--- src/rtl/smb_pkg.sv ---
package smb_pkg;
   typedef enum logic [2:0] {
      ST_IDLE,
      ST_RX,
      ST_RX_ACK,
      ST_TX,
      ST_TX_ACK
   } smb_state_e;

   typedef enum logic [1:0] {
      PH_ADDR,
      PH_CMD,
      PH_COUNT,
      PH_DATA
   } smb_phase_e;
endpackage

--- src/rtl/smb_line_sync.sv ---
module smb_line_sync #(
   parameter int STAGES = 2
) (
   input  logic clk,
   input  logic rst_n,
   input  logic scl_i,
   input  logic sda_i,
   output logic scl_s,
   output logic sda_s,
   output logic scl_rise,
   output logic scl_fall,
   output logic start_ev,
   output logic stop_ev
);
   if (STAGES < 2) begin : g_bad_stages
      $error("smb_line_sync: STAGES must be at least 2");
   end

   logic [STAGES-1:0] scl_ff, sda_ff;
   logic              scl_p, sda_p;

   always_ff @(posedge clk or negedge rst_n) begin
      if (!rst_n) begin
         scl_ff <= '1;
         sda_ff <= '1;
         scl_p  <= 1'b1;
         sda_p  <= 1'b1;
      end else begin
         scl_ff <= {scl_ff[STAGES-2:0], scl_i};
         sda_ff <= {sda_ff[STAGES-2:0], sda_i};
         scl_p  <= scl_ff[STAGES-1];
         sda_p  <= sda_ff[STAGES-1];
      end
   end

   assign scl_s    = scl_ff[STAGES-1];
   assign sda_s    = sda_ff[STAGES-1];
   assign scl_rise = scl_s & ~scl_p;
   assign scl_fall = ~scl_s & scl_p;
   assign start_ev = scl_s & scl_p & sda_p & ~sda_s;
   assign stop_ev  = scl_s & scl_p & ~sda_p & sda_s;
endmodule

--- src/rtl/smb_regfile.sv ---
module smb_regfile #(
   parameter int NREG = 5,
   parameter int DW   = 8,
   parameter int AW   = 8,
   parameter logic [NREG*DW-1:0] DEFAULTS = '0
) (
   input  logic              clk,
   input  logic              rst_n,
   input  logic              we,
   input  logic [AW-1:0]     waddr,
   input  logic [DW-1:0]     wdata,
   input  logic [AW-1:0]     raddr,
   output logic [DW-1:0]     rdata,
   output logic [NREG*DW-1:0] q
);
   if (NREG < 1 || NREG >= (1 << AW)) begin : g_bad_depth
      $error("smb_regfile: NREG out of range for AW");
   end

   logic [DW-1:0] mem [NREG];

   for (genvar i = 0; i < NREG; i++) begin : g_reg
      always_ff @(posedge clk or negedge rst_n) begin
         if (!rst_n)
            mem[i] <= DEFAULTS[i*DW +: DW];
         else if (we && waddr == AW'(i))
            mem[i] <= wdata;
      end
      assign q[i*DW +: DW] = mem[i];
   end

   always_comb begin
      rdata = '0;
      for (int k = 0; k < NREG; k++)
         if (raddr == AW'(k)) rdata = mem[k];
   end


   hold_without_write_chk: assert property (@(posedge clk) disable iff (!rst_n)
      !we |=> $stable(q));
endmodule

--- src/rtl/smb_regbank.sv ---
module smb_regbank #(
   parameter int NREG = 5,
   parameter logic [6:0] DEV_ADDR = 7'h69,
   parameter int SYNC_STAGES = 2,
   parameter logic [NREG*8-1:0] DEFAULTS = 40'h02_AF_EB_FF_FF
) (
   input  logic            clk,
   input  logic            rst_n,
   input  logic            pwr_dn,
   input  logic            scl_i,
   input  logic            sda_i,
   output logic            sda_oe,
   output logic [NREG*8-1:0] reg_q
);
   import smb_pkg::*;

   localparam int PW = 8;
   localparam logic [PW-1:0] NREG_B = PW'(NREG);
   localparam logic [7:0] COUNT_BYTE = 8'(NREG);

   if (NREG < 1 || NREG > 32) begin : g_bad_nreg
      $error("smb_regbank: NREG must be 1..32");
   end

   logic scl_s, sda_s, scl_rise, scl_fall, start_ev, stop_ev;

   smb_line_sync #(.STAGES(SYNC_STAGES)) sync_i (
      .clk(clk), .rst_n(rst_n), .scl_i(scl_i), .sda_i(sda_i),
      .scl_s(scl_s), .sda_s(sda_s), .scl_rise(scl_rise), .scl_fall(scl_fall),
      .start_ev(start_ev), .stop_ev(stop_ev)
   );

   smb_state_e    state;
   smb_phase_e    phase;
   logic [3:0]    bitcnt;
   logic [7:0]    shreg;
   logic          blk, go_tx, mack;
   logic [PW-1:0] ptr, ptr_nx;
   logic [7:0]    remaining;
   logic [7:0]    rdata;
   logic          we, byte_done;

   assign byte_done = (state == ST_RX) && scl_fall && (bitcnt == 4'd8);
   assign we = byte_done && !pwr_dn && (phase == PH_DATA) &&
               (remaining != 8'd0) && (ptr < NREG_B);
   assign ptr_nx = (ptr == '1) ? ptr : ptr + PW'(1);

   smb_regfile #(.NREG(NREG), .DW(8), .AW(PW), .DEFAULTS(DEFAULTS)) regs_i (
      .clk(clk), .rst_n(rst_n), .we(we), .waddr(ptr), .wdata(shreg),
      .raddr(ptr), .rdata(rdata), .q(reg_q)
   );

   always_ff @(posedge clk or negedge rst_n) begin
      if (!rst_n) begin
         state     <= ST_IDLE;
         phase     <= PH_ADDR;
         bitcnt    <= '0;
         shreg     <= '0;
         blk       <= 1'b0;
         go_tx     <= 1'b0;
         mack      <= 1'b0;
         ptr       <= '0;
         remaining <= '0;
         sda_oe    <= 1'b0;
      end else if (pwr_dn || stop_ev) begin
         state  <= ST_IDLE;
         sda_oe <= 1'b0;
      end else if (start_ev) begin
         state  <= ST_RX;
         phase  <= PH_ADDR;
         bitcnt <= '0;
         sda_oe <= 1'b0;
      end else begin
         unique case (state)
            ST_RX: begin
               if (scl_rise) begin
                  shreg  <= {shreg[6:0], sda_s};
                  bitcnt <= bitcnt + 4'd1;
               end else if (byte_done) begin
                  bitcnt <= '0;
                  state  <= ST_IDLE;
                  unique case (phase)
                     PH_ADDR: if (shreg[7:1] == DEV_ADDR) begin
                        state  <= ST_RX_ACK;
                        sda_oe <= 1'b1;
                        go_tx  <= shreg[0];
                        if (!shreg[0]) phase <= PH_CMD;
                     end
                     PH_CMD: if (shreg[6:5] == 2'b00) begin
                        state     <= ST_RX_ACK;
                        sda_oe    <= 1'b1;
                        blk       <= ~shreg[7];
                        ptr       <= shreg[7] ? PW'(shreg[4:0]) : '0;
                        phase     <= shreg[7] ? PH_DATA : PH_COUNT;
                        remaining <= 8'd1;
                     end
                     PH_COUNT: begin
                        state     <= ST_RX_ACK;
                        sda_oe    <= 1'b1;
                        remaining <= shreg;
                        phase     <= PH_DATA;
                     end
                     default: if (remaining != 8'd0) begin
                        state     <= ST_RX_ACK;
                        sda_oe    <= 1'b1;
                        remaining <= remaining - 8'd1;
                        ptr       <= ptr_nx;
                     end
                  endcase
               end
            end
            ST_RX_ACK: if (scl_fall) begin
               bitcnt <= '0;
               go_tx  <= 1'b0;
               if (go_tx) begin
                  state <= ST_TX;
                  if (blk) begin
                     shreg  <= COUNT_BYTE;
                     sda_oe <= ~COUNT_BYTE[7];
                  end else begin
                     shreg  <= rdata;
                     sda_oe <= ~rdata[7];
                     ptr    <= ptr_nx;
                  end
               end else begin
                  state  <= ST_RX;
                  sda_oe <= 1'b0;
               end
            end
            ST_TX: if (scl_fall) begin
               if (bitcnt == 4'd7) begin
                  state  <= ST_TX_ACK;
                  sda_oe <= 1'b0;
               end else begin
                  shreg  <= {shreg[6:0], 1'b0};
                  sda_oe <= ~shreg[6];
                  bitcnt <= bitcnt + 4'd1;
               end
            end
            ST_TX_ACK: begin
               if (scl_rise) mack <= ~sda_s;
               else if (scl_fall) begin
                  if (mack) begin
                     state  <= ST_TX;
                     bitcnt <= '0;
                     shreg  <= rdata;
                     sda_oe <= ~rdata[7];
                     ptr    <= ptr_nx;
                  end else begin
                     state <= ST_IDLE;
                  end
               end
            end
            default: ;
         endcase
      end
   end


   stop_goes_idle_chk: assert property (@(posedge clk) disable iff (!rst_n)
      (stop_ev && !pwr_dn) |=> (state == ST_IDLE && !sda_oe));


   pdn_release_chk: assert property (@(posedge clk) disable iff (!rst_n)
      pwr_dn |=> !sda_oe);


   sda_moves_scl_low_chk: assert property (@(posedge clk) disable iff (!rst_n)
      (!pwr_dn && !$past(pwr_dn) && !$past(start_ev) && !$past(stop_ev) &&
       (sda_oe != $past(sda_oe))) |-> !$past(scl_s));


   start_rearms_chk: assert property (@(posedge clk) disable iff (!rst_n)
      (start_ev && !pwr_dn) |=> (state == ST_RX && bitcnt == 4'd0));
endmodule

--- config.mk ---
export PLATFORM = sky130hd
export DESIGN_NAME = smb_regbank
export DESIGN_NICKNAME = d
export VERILOG_FILES = /design/src/rtl/smb_pkg.sv /design/src/rtl/smb_line_sync.sv /design/src/rtl/smb_regfile.sv /design/src/rtl/smb_regbank.sv
export SDC_FILE = /design/constraint.sdc
export NUM_CORES = 1
export LEC_CHECK = 0
export BUFFER_PORTS_ARGS = -buffer_cell sky130_fd_sc_hd__buf_4
export CAP_MARGIN = 5
export CORE_ASPECT_RATIO = 0.8
export CORE_UTILIZATION = 30
export DETAILED_ROUTE_END_ITERATION = 16
export SLEW_MARGIN = 20
export SYNTH_ARGS = -nofsm -noshare
export SYNTH_HDL_FRONTEND = slang
export SYNTH_HIERARCHICAL = 1
export SYNTH_SLANG_ARGS = --single-unit
--- constraint.sdc ---
create_clock -name clk -period 6.8 [get_ports clk]
set_input_delay 0.34 -clock clk [delete_from_list [all_inputs] [get_ports clk]]
set_output_delay 0.34 -clock clk [all_outputs]
set_load 0.05 [all_outputs]
==> results.md, run 1 <==
- Status: completed
- HPWL after DPL: 9356 um
- Max_slew headroom: 39.63%
- Std cell rows: 41
- Vias in the first global route: 3880
- Reg2reg end: regs_i/q[9]
- Net Sw Frac: 32.23%
- Syn nets: 494
- Final setup fails: 0
- Multi-input combinational cell area: 2638 um2
- Switching pwr: 0.4410 mW
- DR pass1 iterations: 4
- Synth Area in Compound Gates: 18.12%
- Post-route DRC: 0
- Most frequent cells after synthesis: mux2_2, dfrtp_1, nand2_1, dfstp_2, a21oi_1
- Crit-path max FO: 12
- Layout area overhead: 16.60%
- Post-synthesis mux area share: 15.38%
- Drt wl/cell: 18.13 um
- Post-synth ARST share: 100.0%
- Hold Crit Class: in2async
- Via Count: 4073
- N_diodes: 0
- Area of the core: 15900 um2
- Clock share of power: 37.2%
- Clock Latency Late Sink: 0.34 ns
- #FFs+latches synth: 83
- Max Freq: 0.2970 GHz
- RSZ-0062 raised after global routing: no
- Layout cell share with drive strength beyond 1: 30.69%
- CTS tree: built
- Initial antenna violation count: 0
- Mapped Area: 4937 um2
- Yosys top cell area share: 24.33%
- Leakage: 2.393 nW
- Via-to-Cell Ratio: 5.557
- Setup TNS: 0 ns
- Clock Tree Buf Depth: 2
- R2R Path Start: sync_i/scl_p
- Flop pwr share: 45.9%
- PD cells: 237.7 nW/um2
- Critical path class: reg2reg
- Port bufs: 45
- Final wirelength: 13290 um
- DIE AREA: 16980 um2
- CTS Buf Count: 9
- Fill cells: 1622
- DRT antenna net count: 0
- Hold_buf cts: 0
- Post-Synthesis Cells: 480
- Width of the chip: 145.4 um
- Area leader, netlist: dfrtp_1
- Root Driver: clkbuf_16
- EDFF count, synth: 0
- Slew Limit Fails: 0
- Most common cell in the netlist: mux2_2
- Register area share after synthesis: 42.95%
- Clk sink count: 83
- XOR/XNOR Fraction of Synth Area: 0.1774%
- Arrival time worst endpoint: 3.63 ns
- VDD IR-drop max: 0.1328 mV
- Post-Synth Adder-Cell Area: 2.281%
- Top FF cell, synth: dfrtp_1
- Internal power: 0.9274 mW
- H-Tree Level Count: 3
- Post_cts resized: 0
- Placer Congestion: 0.9112
- Worst Reg2Reg Path Length in Cells: 7
- Max-cap violations: 0
- Gate power share: 16.9%
- Largest family of logic cells by synthesized area: compound AO/OA/AOI/OAI gates
- Largest net degree at the start of global routing: 84
- R2R setup slack: 3.43 ns
- Delay-heaviest family, CP: simple AND/OR/NAND/NOR gates
- CP required: 7.06 ns
- Startpoint Class: flip-flop
- Buf/Inv on CP: 0
- Minimum clock period: 3.367 ns
- Synthesis Warnings: 6
- Simple-Gate Fraction of Synth Area: 17.46%
- Util after Layout: 36.20%
- Synth Area per Inst: 10.29 um2
- Starting density of the core: 31.05%
- Final worst-path cycle share: 49.52%
- Clock slew at reported path FFs: 0.07 ns
- Top cells by area, synth: dfrtp_1, dfstp_2, mux2_2
- First-pass GRT wire length: 21310 um
- Detailed router's first-iteration violation count: 203
- Post-synthesis cell type count: 73
- Worst-margin pin slew: 0.8987 ns
- Storage element area: 2121 um2
- Postcts setup bufs: 0
- Skew final: 0.008023 ns
- # IOs: 46
- GRT overflow: 0
- DIE HEIGHT: 116.7 um
- GRT Total Usage: 15.95%
- Crit-path slowest cell: nor2b_1
- Crit path cell chain: nor2b_1, and4b_1, nand3_1, nor3_1, nor4bb_1, nor3b_4, mux2_2
- Worst Setup End Kind: flip-flop
- Nets: 527
- Slowest cell delay on critical path: 0.61 ns
- Final hold vios: 0
-- final cells by class --
class                      count  area share, %
multi-input combinational    355          45.82
sequential                    83          36.84
timing repair buffer          46          6.064
tap                          215          4.673
clock buffer                  11          4.390
inverter                      18          1.174
clock inverter                 5          1.043
-- placed cells by master (no fill, tap or decap), types with 10 or more instances in the layout --
master,n
nand3_1,16
dfstp_2,35
a21oi_1,29
mux2_2,54
o21ai_1,12
o21ai_0,19
dfrtp_1,48
inv_1,17
a22o_1,10
nor2_1,20
nand2_1,36
buf_4,45
-- worst max path at each step --
stage,from,endpoint,slack (ns),cells past startpoint
2_1_floorplan,state[1],regs_i/q[32],4.16,7
3_3_place_gp,sync_i/scl_p,regs_i/q[2],3.55,7
3_5_place_dp,sync_i/scl_p,regs_i/q[15],3.48,7
4_1_cts,sync_i/scl_p,regs_i/q[9],3.46,7
5_1_grt,sync_i/scl_p,regs_i/q[10],3.16,7
6_report,sync_i/scl_p,regs_i/q[9],3.43,7
-- metal layers --
| layer | share of wire [%] | vias up | global-route usage, % |
|---|---|---|---|
| met3 | 3.9 | 15 | 3.477 |
| li1 | - | 1900 | - |
| met2 | 43 | 99 | 23.59 |
| met5 | 0 | - | 0 |
| met4 | 0.99 | 0 | 3.789 |
| met1 | 52 | 2059 | 23.50 |
-- stage by stage --
stage	hold WS (ns)	cells	cell area (um2)	total power, mW	setup WS (ns)
after floorplan	0.04441	480	4937	0.7780	4.164
after global placement	0.3464	717	5440	0.8573	3.555
after detailed placement	0.3476	717	5440	0.8612	3.480
after CTS	0.08727	733	5753	1.378	3.458
after global routing	0.08308	733	5757	1.433	3.155
final	0.06481	733	5757	1.368	3.433
-- sequential cells by signal, indices dropped and copies added (netlist names), 2 cells and up --
| signal | count |
|---|---|
| remaining | 8 |
| sync_i/sda_ff | 2 |
| ptr | 8 |
| bitcnt | 4 |
| regs_i/q | 40 |
| shreg | 8 |
| sync_i/scl_ff | 2 |
| state | 3 |
| phase | 2 |
-- power by group through the flow --
stage	logic, mW	registers (mW)	clock network [mW]
after floorplan	0.202	0.576	0
final	0.231	0.628	0.509
after CTS	0.228	0.627	0.523
after detailed placement	0.226	0.635	0
after global placement	0.224	0.633	0
after global routing	0.255	0.639	0.540
-- kinds of logic (layout without fill, tap and decap cells) --
family | count (synthesis) | in the layout
AND/OR/NAND/NOR | 145 | 145
AO/OA/AOI/OAI | 132 | 132
flip-flops | 83 | 83
multiplexers | 68 | 68
buffers and inverters | 42 | 80
adder cells (fa/ha/maj) | 9 | 9
XOR/XNOR | 1 | 1
Power figures use the tool's default switching activity.
==> run 2: changes to the inputs <==
- ABC_AREA: not set -> 1
- clock period: 6.8 -> 3.3 ns (I/O delays scaled with it)
==> run 2 against run 1 <==
First-iteration DRC count is 130% higher. Final area is 8.5% higher. Hold slack better by 0.18 ns. Cell count is 42% higher. Clock power is 92% higher. Largest power group unchanged. Die area is 8.4% higher.
==> results.md, run 2 <==
- Status: completed
- Via-to-Cell Ratio: 4.843 (-13%)
- Most common cell after layout, fill and taps aside: nand2_1
- Register area share after synthesis: 39.59% (-3.4 points)
- Top cells by area, synth: dfrtp_1, dfstp_2, nand2_1
- Highest metal layer with signal wires: met4
- Synthesis Warnings: 6 (unchanged)
- Syn nets: 772 (+56%)
- Via Count: 5056 (+24%)
- DRT antenna net count: 0 (unchanged)
- Width of the chip: 151.4 um (+4.1%)
- GRT overflow: 0 (unchanged)
- Clock slew at reported path FFs: 0.07 ns (about the same)
- Most common cell in the netlist: nand2_1
- Clock Tree Buf Depth: 2 (unchanged)
- R2R setup slack: 0.50 ns (-2.93 ns)
- Commonest non-fill, non-tap cells in the layout: nand2_1, nor2_1, inv_1, nand3_1, buf_4
- Initial antenna violation count: 0 (unchanged)
- CP required: 3.58 ns (-3.48 ns)
- Critical path class: reg2reg
- Util after Layout: 35.95% (-0.25 points)
- HPWL after DPL: 10820 um (+16%)
- Leakage: 2.831 nW (+18%)
- Detailed router's first-iteration violation count: 473 (+130%)
- Setup TNS: 0 ns (unchanged)
- DIE AREA: 18400 um2 (+8.4%)
- Delay-heaviest family, CP: simple AND/OR/NAND/NOR gates
- Final setup fails: 0 (unchanged)
- Clock Latency Late Sink: 0.35 ns (about the same)
- Crit-path slowest cell: dfstp_2
- Post-synth ARST share: 100.0% (unchanged)
- Buf/Inv on CP: 2 (+2)
- RSZ-0062 raised after global routing: no
- Most frequent cells after synthesis: nand2_1, nor2_1, inv_1, nand3_1, dfrtp_1
- Metal3 WL: 794 um (+54%)
- #FFs+latches synth: 83 (unchanged)
- Starting density of the core: 30.82% (-0.22 points)
- Minimum clock period: 2.800 ns (-0.5673 ns)
- Hold Crit Class: in2reg
- Max_slew headroom: 49.00% (+9.4 points)
- PD cells: 472.8 nW/um2 (+99%)
- Largest register FFs: 40 (unchanged)
- # IOs: 46 (unchanged)
- Final worst-path cycle share: 84.85% (+35 points)
- Post-synthesis cell type count: 38 (-48%)
- Mapped Area: 5356 um2 (+8.5%)
- Slowest cell delay on critical path: 0.54 ns (-0.07 ns)
- VDD IR-drop max: 0.3864 mV (+190%)
- Crit-path max FO: 16 (+4)
- Vias in the first global route: 4696 (+21%)
- DIE HEIGHT: 121.5 um (+4.1%)
- Yosys top cell area share: 22.42% (-1.9 points)
- Top FF cell, synth: dfrtp_1
- H-Tree Level Count: 3 (unchanged)
- Final wirelength: 14520 um (+9.2%)
- CTS Buf Count: 9 (unchanged)
- Layout cell share with drive strength beyond 1: 19.54% (-11 points)
- Worst-margin pin slew: 0.7650 ns (-0.1337 ns)
- GRT Total Usage: 16.90% (+0.96 points)
- N_diodes: 0 (unchanged)
- Largest net degree at the start of global routing: 60 (-29%)
- Routed length on met2: 6097 um (+6.4%)
- Synth Area per Inst: 7.066 um2 (-31%)
- Postcts setup bufs: 0 (unchanged)
- Crit path cell chain: inv_1, nor2_1, nand4_1, nor2_2, inv_1, nor4_1, nand3_1, nor3_4, nor2_1, a21oi_1
- CTS tree: built
- Std cell rows: 43 (+4.9%)
- Post-route DRC: 0 (unchanged)
- Arrival time worst endpoint: 3.08 ns (-0.55 ns)
- Placer Congestion: 0.8512 (-6.6%)
- Clk sink count: 83 (unchanged)
- DR pass1 iterations: 5 (+1)
- Area leader, netlist: dfrtp_1
- Max Freq: 0.3571 GHz (+20%)
- Port bufs: 45 (unchanged)
- Max-cap violations: 0 (unchanged)
- Met1 Wirelength: 7484 um (+8.2%)
- Final hold vios: 0 (unchanged)
- Slew Limit Fails: 0 (unchanged)
- Startpoint Class: flip-flop
- Drt wl/cell: 13.91 um (-23%)
- Layout area overhead: 16.63% (about the same)
- EDFF count, synth: 0 (unchanged)
- Fill cells: 1873 (+15%)
- Root Driver: clkbuf_16
- Area of the core: 17380 um2 (+9.3%)
- Nets: 828 (+57%)
- Post-Synthesis Cells: 758 (+58%)
- Worst Setup End Kind: flip-flop
- First-pass GRT wire length: 24320 um (+14%)
- Skew final: 0.008329 ns (+0.0003055 ns)
-- run 2: what timing repair did --
action / 4_1_cts / 5_1_grt
endpoints found under the hold margin: 28 / 0
hold buffers: 3 / 0
resized for setup: 0 / 0
-- run 2: worst paths after layout --
check	depth (start not counted)	to	startpoint
max in group asynchronous	3	regs_i/q[19]	rst_n
min	6	shreg[0]	pwr_dn
min reg2reg	0	sync_i/sda_ff[1]	sync_i/sda_ff[0]
max reg2reg	10	regs_i/q[39]	sync_i/scl_p
min in group asynchronous	2	ptr[3]	rst_n
max	10	regs_i/q[39]	sync_i/scl_p
-- run 2: stage by stage --
| stage | cells | power, mW | hold WS [ns] | cell area (um2) | worst slack [ns] |
|---|---|---|---|---|---|
| floorplan | 758 | 1.718 | -0.1306 | 5356 | 1.080 |
| global placement | 1025 | 1.983 | 0.2742 | 5938 | 0.6459 |
| detailed placement | 1025 | 1.985 | 0.2746 | 5938 | 0.5211 |
| CTS | 1044 | 2.979 | 0.2412 | 6247 | 0.5067 |
| global route | 1044 | 3.136 | 0.2685 | 6247 | 0.1269 |
| finish | 1044 | 2.954 | 0.2460 | 6247 | 0.4999 |
-- run 2: worst min-delay path, stage by stage --
cell and delay, ns:
buf_4 0.12, nor2_8 0.05, nand2_4 0.07, nor3_4 0.04, nand4_1 0.07, nand2_1 0.05
-- run 2: area by class of cell --
class                   instances  area, um2  share of cell area (%)
clock buffers                  10      229.0                   3.665
clock inverters                 6      50.05                  0.8011
inverters                      89      339.1                   5.428
multi-input cells             573       2784                   44.56
flip-flops and latches         83       2121                   33.95
well taps                     225      281.5                   4.506
repair buffers                 58      442.9                   7.090
-- run 2: power by group --
group	switching, mW	internal [mW]
logic	0.515	0.240
clock network	0.456	0.520
registers	0.139	1.08
-- run 2: cell families (layout without fill, tap and decap cells) --
group	count (synthesis)	in the layout	share of synthesized area [%]
xor gates and xnor gates	3	3	0.4906
AOI/OAI and AO/OA	92	92	9.507
DFF	83	83	39.59
adders and majority gates	9	9	2.102
and+or+nand+nor	469	469	39.87
buffers and inverters	102	163	8.432
-- run 2: routing by layer --
layer / global-route usage, % / vias up
met5: 0 / -
li1: - / 2538
met2: 24.49 / 143
met1: 25.25 / 2358
met4: 3.625 / 0
met3: 3.910 / 17
